$ cat src/rtl/lg_pkg.sv
package lg_pkg;
  typedef enum logic [1:0] {
    MODE_OPEN    = 2'd0,
    MODE_HELD    = 2'd1,
    MODE_ONESHOT = 2'd2,
    MODE_LATCHED = 2'd3
  } gate_mode_e;
endpackage

$ cat src/rtl/lg_rst_sync.sv
module lg_rst_sync #(
  parameter int STAGES = 2
) (
  input  logic clk,
  input  logic rst_n,
  output logic rst_sync_n
);
  logic [STAGES-1:0] chain_q;

  always_ff @(posedge clk or negedge rst_n) begin
    if (!rst_n) chain_q <= '0;
    else        chain_q <= {chain_q[STAGES-2:0], 1'b1};
  end

  assign rst_sync_n = chain_q[STAGES-1];
endmodule

$ cat src/rtl/lg_input_track.sv
module lg_input_track (
  input  logic clk,
  input  logic rst_n,
  input  logic suppress_i,
  input  logic release_i,
  output logic sup_fall_o,
  output logic sup_wide_o,
  output logic rel_rise_o
);
  logic sup_q, sup_d;
  logic rel_q, rel_d;
  logic wide_q, wide_d;

  always_comb begin
    sup_d  = suppress_i;
    rel_d  = release_i;
    wide_d = suppress_i & (sup_q | wide_q);
  end

  always_ff @(posedge clk or negedge rst_n) begin
    if (!rst_n) begin
      sup_q  <= 1'b0;
      rel_q  <= 1'b0;
      wide_q <= 1'b0;
    end else begin
      sup_q  <= sup_d;
      rel_q  <= rel_d;
      wide_q <= wide_d;
    end
  end

  assign sup_fall_o = sup_q & ~suppress_i;
  assign sup_wide_o = wide_q;
  assign rel_rise_o = release_i & ~rel_q;


  sup_fall_chk: assert property (@(posedge clk) disable iff (!rst_n)
    sup_fall_o |-> $past(suppress_i));


  rel_rise_chk: assert property (@(posedge clk) disable iff (!rst_n)
    rel_rise_o |=> !rel_rise_o);
endmodule

$ cat src/rtl/lg_mode_fsm.sv
module lg_mode_fsm
  import lg_pkg::*;
(
  input  logic       clk,
  input  logic       rst_n,
  input  logic       sup_lvl_i,
  input  logic       sup_fall_i,
  input  logic       sup_wide_i,
  input  logic       rel_rise_i,
  input  logic       token_i,
  input  logic       void_i,
  output gate_mode_e mode_o
);
  gate_mode_e mode_q, mode_d;
  logic       rearm_any;

  assign rearm_any = rel_rise_i | token_i | void_i;

  always_comb begin
    mode_d = mode_q;
    if (sup_lvl_i) begin
      mode_d = MODE_HELD;
    end else begin
      unique case (mode_q)
        MODE_OPEN:    mode_d = MODE_OPEN;
        MODE_HELD: begin
          if (sup_fall_i) begin
            if (rel_rise_i)      mode_d = MODE_OPEN;
            else if (sup_wide_i) mode_d = MODE_LATCHED;
            else                 mode_d = MODE_ONESHOT;
          end
        end
        MODE_ONESHOT: if (rearm_any)  mode_d = MODE_OPEN;
        MODE_LATCHED: if (rel_rise_i) mode_d = MODE_OPEN;
        default:      mode_d = MODE_OPEN;
      endcase
    end
  end

  always_ff @(posedge clk or negedge rst_n) begin
    if (!rst_n) mode_q <= MODE_OPEN;
    else        mode_q <= mode_d;
  end

  assign mode_o = mode_q;


  latched_hold_chk: assert property (@(posedge clk) disable iff (!rst_n)
    (mode_q == MODE_LATCHED && !sup_lvl_i && !rel_rise_i) |=> mode_q == MODE_LATCHED);


  oneshot_rearm_chk: assert property (@(posedge clk) disable iff (!rst_n)
    (mode_q == MODE_ONESHOT && !sup_lvl_i && (token_i || void_i)) |=> mode_q == MODE_OPEN);


  held_block_chk: assert property (@(posedge clk) disable iff (!rst_n)
    sup_lvl_i |=> mode_q != MODE_OPEN);
endmodule

$ cat src/rtl/lg_frame_latch.sv
module lg_frame_latch (
  input  logic clk,
  input  logic rst_n,
  input  logic frame_start_i,
  input  logic allow_i,
  output logic gate_o
);
  logic gate_q, gate_d;

  always_comb begin
    gate_d = gate_q;
    if (frame_start_i) gate_d = allow_i;
  end

  always_ff @(posedge clk or negedge rst_n) begin
    if (!rst_n) gate_q <= 1'b1;
    else        gate_q <= gate_d;
  end

  assign gate_o = gate_q;


  gate_stable_chk: assert property (@(posedge clk) disable iff (!rst_n)
    !frame_start_i |=> $stable(gate_o));
endmodule

$ cat src/rtl/learn_gate.sv
module learn_gate
  import lg_pkg::*;
#(
  parameter int RST_STAGES = 2
) (
  input  logic clk,
  input  logic rst_n,
  input  logic suppress_i,
  input  logic release_i,
  input  logic frame_start_i,
  input  logic token_seen_i,
  input  logic void_seen_i,
  output logic learn_en_o
);
  logic       rst_sync_n;
  logic       sup_fall, sup_wide, rel_rise;
  logic       allow;
  gate_mode_e mode;

  lg_rst_sync #(.STAGES(RST_STAGES)) u_rst (
    .clk        (clk),
    .rst_n      (rst_n),
    .rst_sync_n (rst_sync_n)
  );

  lg_input_track u_track (
    .clk        (clk),
    .rst_n      (rst_sync_n),
    .suppress_i (suppress_i),
    .release_i  (release_i),
    .sup_fall_o (sup_fall),
    .sup_wide_o (sup_wide),
    .rel_rise_o (rel_rise)
  );

  lg_mode_fsm u_fsm (
    .clk        (clk),
    .rst_n      (rst_sync_n),
    .sup_lvl_i  (suppress_i),
    .sup_fall_i (sup_fall),
    .sup_wide_i (sup_wide),
    .rel_rise_i (rel_rise),
    .token_i    (token_seen_i),
    .void_i     (void_seen_i),
    .mode_o     (mode)
  );

  assign allow = (mode == MODE_OPEN) & ~suppress_i;

  lg_frame_latch u_latch (
    .clk           (clk),
    .rst_n         (rst_sync_n),
    .frame_start_i (frame_start_i),
    .allow_i       (allow),
    .gate_o        (learn_en_o)
  );


  start_blocked_chk: assert property (@(posedge clk) disable iff (!rst_sync_n)
    (frame_start_i && suppress_i) |=> !learn_en_o);


  coincident_rearm_chk: assert property (@(posedge clk) disable iff (!rst_sync_n)
    (frame_start_i && mode == MODE_ONESHOT) |=> !learn_en_o);
endmodule

$ cat config.mk
export PLATFORM = sky130hd
export DESIGN_NAME = learn_gate
export DESIGN_NICKNAME = d
export VERILOG_FILES = /design/src/rtl/lg_pkg.sv /design/src/rtl/lg_rst_sync.sv /design/src/rtl/lg_input_track.sv /design/src/rtl/lg_mode_fsm.sv /design/src/rtl/lg_frame_latch.sv /design/src/rtl/learn_gate.sv
export SDC_FILE = /design/constraint.sdc
export NUM_CORES = 1
export LEC_CHECK = 0
export ABC_CLOCK_PERIOD_IN_PS = 900
export BUFFER_PORTS_ARGS = -buffer_cell sky130_fd_sc_hd__buf_2
export CAP_MARGIN = 20
export CORE_AREA = 2 2 39 41
export DETAILED_ROUTE_END_ITERATION = 16
export DIE_AREA = 0 0 41 43
export GPL_TIMING_DRIVEN = 0
export SETUP_SLACK_MARGIN = 0.02
export SLEW_MARGIN = 20
export SYNTH_ARGS = -nofsm -noshare
export SYNTH_HDL_FRONTEND = slang
export SYNTH_SLANG_ARGS = --single-unit
$ cat constraint.sdc
create_clock -name clk -period 0.9 [get_ports clk]
set_clock_uncertainty 0.2 [all_clocks]
set_input_delay 0.09 -clock clk [delete_from_list [all_inputs] [get_ports clk]]
set_output_delay 0.09 -clock clk [all_outputs]
set_load 0.03 [all_outputs]
==> run metrics, run 1 <==
placeable core region 1380 um2; CTS tree done; asr flop ratio synth 1.00; max-slew violations 0; clock network power share 0.359; Synth area leaders dfrtp_1 (60%), dfstp_2 (9.1%), a2111oi_2 (5.2%); Num CTS Buffers 3; Post-Syn Nets 29; crit-path max cell delay 0.54 ns; synthesized area per cell 13.2 um2; Rows 14; Worst setup SP type register; hold buffers post-CTS 2; routability cong. 0.695; CP delay by family, top flip-flops; total clock sinks 8; Total Power 0.825 mW; final worst slack -0.305 ns; Vias 213; clk slew on worst S/H paths 0.06 ns; Post-synth top cells dfrtp_1 (7), nor2_1 (3), inv_1 (2); Final Hold Viols 12; CP Buf/Inv Count 1; clock root cell clkbuf_4; DRT antenna net count 0; initial core utilization 0.210; Setup crit end kind output pin; final wirelength 526 um; Arrival @ worst endpoint 0.92 ns; synthesis-to-finish area growth 58.2%; leading cell type in the layout, fill and taps excluded dfrtp_1; Initial DRC Count 2; Nets 46; die width 41 um; Sw Pwr 0.200 mW; Pwr Density 1800 nW/um2; crit share post-route 1.34; sequential share of power 0.496; sequential share of the synthesized area 0.694; most frequent cells in the layout dfrtp_1 (7), buf_2 (6), clkbuf_4 (3); Crit path depth 1; Max Fclk 830 MHz; Mapped Area 290 um2; final setup vio count 5; Unique masters post-synth 13; run status finished, violations left; failing checks negative hold slack, negative setup slack; CP required 0.61 ns; crit-path cells buf_6; Gate power share 0.145; Reg-to-Reg Start u_track.sup_q; final hold slack -0.173 ns; r2r setup slk -0.26 ns; CTS max path bufs 2; Max Cap Viol 0; pin count of the biggest net entering global routing 7; Post-synth EDFFs 0; DP HPWL 364 um; ys flop type dfrtp_1; die area 1760 um2; critical path peak fanout 2; Lkg Pwr 0.207 nW; number of port buffers 7; Avg WL per Cell 9.74 um; count leader, synth dfrtp_1; Residual DRC 0; Synth area leader dfrtp_1; Max VDD drop 0.000937 V; # diodes 0; share of Yosys cell area claimed by the top area cell type 0.603; post-layout util 0.332; RSZ-0062 raised after global routing yes; CP Capture Point learn_en_o; r2r worst-path depth 2; H-tree Lvls 1; number of global-route vias before repair 217; Crit. Startpoint u_latch.gate_o; fin crit period 1.21 ns; initial antenna violation count 0; synth warn 0; remaining global-route overflow 0; first-pass GRT wire length 848 um; io pins 8; share of cells above drive strength 1 0.553; worst skew pair latency 0.25 ns; GRT Overall Usage 0.0780; Seq cells post-synth 8; Hold Crit Class in -> reg; DR pass1 iterations 2; routed vias/inst 3.94; worst setup path class reg -> out; Crit-path slowest cell dfstp_2; RR Endpoint u_fsm.mode_o[0]; Die H 43 um; Syn Inst Count 22; Sw Ratio 0.243; Internal Pwr Total 0.625 mW
layout make-up:
| cell class | count | area, um2 |
|---|---|---|
| inverters | 2 | 7.51 |
| clock buffers | 4 | 26.3 |
| well taps | 16 | 20.0 |
| multi-input cells | 12 | 116 |
| flip-flops and latches | 8 | 201 |
| repair buffers | 12 | 87.6 |
| fillers | 142 | 925 |
how the worst min path moves through the flow:
stage | from | end | cells past startpoint
after global placement | rst_n | u_rst.chain_q[0] | 1
after CTS | suppress_i | u_track.sup_q | 1
final | suppress_i | u_track.sup_q | 1
after floorplan | rst_n | u_rst.chain_q[0] | 0
after global routing | suppress_i | u_track.sup_q | 1
after detailed placement | rst_n | u_rst.chain_q[0] | 1
power groups by stage:
stage | Clock [mW] | Sequential, mW | Combinational, mW
after floorplan | 0 | 0.416 | 0.0366
after global placement | 0 | 0.411 | 0.0682
after detailed placement | 0 | 0.413 | 0.0698
after CTS | 0.310 | 0.410 | 0.0944
after global routing | 0.323 | 0.413 | 0.132
final | 0.296 | 0.409 | 0.119
cells by family after synthesis:
logic type      count (synthesis)  synth area share
flops                           8             0.694
simple gates                    7             0.129
compound gates                  3            0.0991
buf+inv                         2            0.0259
mux                             1            0.0388
other cells                     1            0.0129
through the flow:
stage	cell area [um2]	setup slack, ns	instances	setup TNS [ns]	hold slack, ns
final	459	-0.305	54	-0.982	-0.173
after global routing	459	-0.335	54	-1.21	-0.181
after CTS	427	-0.315	52	-0.889	-0.183
after detailed placement	349	-0.246	45	-0.669	-0.324
after global placement	349	-0.235	45	-0.585	-0.324
after floorplan	294	-0.190	22	-0.448	-0.406
sequential cells by signal, summed over array words and instances (netlist names):
| signal | cells |
|---|---|
| u_track.rel_q | 1 |
| u_track.sup_q | 1 |
| u_latch.gate_o | 1 |
| u_fsm.mode_o | 2 |
| u_rst.chain_q | 2 |
| u_track.sup_wide_o | 1 |
layer usage:
metal | wire length (um) | track usage | up-vias
met4 | 0 | 0.0200 | 0
met3 | 47 | 0.0785 | 0
met2 | 224 | 0.100 | 10
met1 | 254 | 0.0894 | 99
met5 | 0 | 0 | -
li1 | - | - | 104
repair_timing:
action                                 in CTS  in global routing
setup endpoints to repair                   4                  5
pin swaps                                   2                  1
setup buffers                               1                  2
gates resized for setup                     5                  4
endpoints found under the hold margin      13                 11
Note: power is estimated with default switching activity, not from simulation.
==> run 2, diff against run 1 <==
==> constraint.sdc (replaced) <==
create_clock -name clk -period 0.9 [get_ports clk]
set_clock_uncertainty 0.2 [all_clocks]
set_input_delay 0.135 -clock clk [delete_from_list [all_inputs] [get_ports clk]]
set_output_delay 0.135 -clock clk [all_outputs]
set_load 0.03 [all_outputs]
==> run metrics, run 2 (synthesis results as in run 1) <==
failing checks negative hold slack, negative setup slack; critical path peak fanout 2; Max VDD drop 0.000920 V; initial core utilization 0.210; number of port buffers 7; Crit-path slowest cell dfstp_2; Hold Crit Class in -> reg; clock root cell clkbuf_4; worst setup path class reg -> out; Nets 48; Residual DRC 0; GRT Overall Usage 0.0780; Rows 14; worst skew pair latency 0.25 ns; initial antenna violation count 0; r2r setup slk -0.25 ns; crit-path max cell delay 0.53 ns; Worst setup SP type register; H-tree Lvls 1; routability cong. 0.695; CP Buf/Inv Count 1; first-pass GRT wire length 848 um; Num CTS Buffers 3; leading cell type in the layout, fill and taps excluded dfrtp_1; die area 1760 um2; Final Hold Viols 10; placed cell areas 349 um2; routed vias/inst 4.00; DRT antenna net count 0; number of global-route vias before repair 217; run status finished, violations left; DP HPWL 364 um; # diodes 0; Max Cap Viol 0; Avg WL per Cell 10.6 um; Arrival @ worst endpoint 0.91 ns; Lkg Pwr 0.223 nW; die width 41 um; Initial DRC Count 0; DR pass1 iterations 1; final wirelength 593 um; final setup vio count 5; crit-path cells buf_6; total clock sinks 8; CP delay by family, top flip-flops; final worst slack -0.345 ns; remaining global-route overflow 0; CP required 0.56 ns; final hold slack -0.123 ns; pre-CTS worst setup slack -0.246 ns; Max Fclk 803 MHz; io pins 8; Layout Cell Area excl Fill 490 um2; RSZ-0062 raised after global routing yes; pin count of the biggest net entering global routing 7; share of cells above drive strength 1 0.575; CTS tree done; hold buffers post-CTS 2; Die H 43 um; crit share post-route 1.38; max-slew violations 0; Vias 224; clk slew on worst S/H paths 0.05 ns; Pwr Density 1720 nW/um2; Setup crit end kind output pin; post-layout util 0.354; fin crit period 1.25 ns; synthesis-to-finish area growth 69.0%; placeable core region 1380 um2; CTS max path bufs 2; most frequent cells in the layout dfrtp_1 (7), buf_2 (6), clkbuf_4 (3), buf_6 (3), buf_4 (3)
[run 2: changes by cell type in the layout (fill, tap and decap cells not counted), sizes merged]
cell,before,now
buf,10,12
[run 2: worst paths after layout]
kind                                  start  cells past startpoint               to
hold / removal                   suppress_i                      1    u_track.sup_q
min in group asynchronous  u_rst.chain_q[1]                      0    u_track.sup_q
max in group asynchronous  u_rst.chain_q[1]                      0   u_latch.gate_o
setup reg to reg            u_fsm.mode_o[1]                      2  u_fsm.mode_o[0]
setup / recovery             u_latch.gate_o                      1       learn_en_o
hold reg to reg            u_rst.chain_q[1]                      0    u_track.sup_q
[run 2: report_power, final]
| part | total [mW] | internal, mW | switching [mW] |
|---|---|---|---|
| clock | 0.292 | 0.170 | 0.122 |
| combinational | 0.142 | 0.0802 | 0.0618 |
| sequential | 0.408 | 0.387 | 0.0215 |
| total | 0.843 | 0.637 | 0.206 |
[run 2: through the flow]
stage | setup TNS [ns] | instances | total power, mW
global route | -1.17 | 56 | 0.893
floorplan | -0.479 | 22 | 0.453
global placement | -0.674 | 45 | 0.480
finish | -1.01 | 56 | 0.843
detailed placement | -0.750 | 45 | 0.483
CTS | -0.934 | 52 | 0.814
[run 2: area by class of cell]
| class | count | area (um2) |
|---|---|---|
| timing repair buffer | 14 | 106 |
| sequential | 8 | 201 |
| fill | 143 | 893 |
| inverter | 2 | 7.51 |
| multi-input combinational | 12 | 129 |
| tap | 16 | 20.0 |
| clock buffer | 4 | 26.3 |
[run 2: repair_timing]
item / in CTS / in global routing
hold endpoints to repair: 12 / 10
pin swaps: 2 / 3
resized for setup: 5 / 7
setup buffers: 1 / 5
setup endpoints to repair: 4 / 5
[run 2: per-layer routing]
| metal | up-vias | wire [um] | track usage |
|---|---|---|---|
| li1 | 108 | - | - |
| met1 | 106 | 250 | 0.0894 |
| met2 | 10 | 295 | 0.100 |
| met3 | 0 | 47 | 0.0785 |
| met4 | 0 | 0 | 0.0200 |
| met5 | - | 0 | 0 |
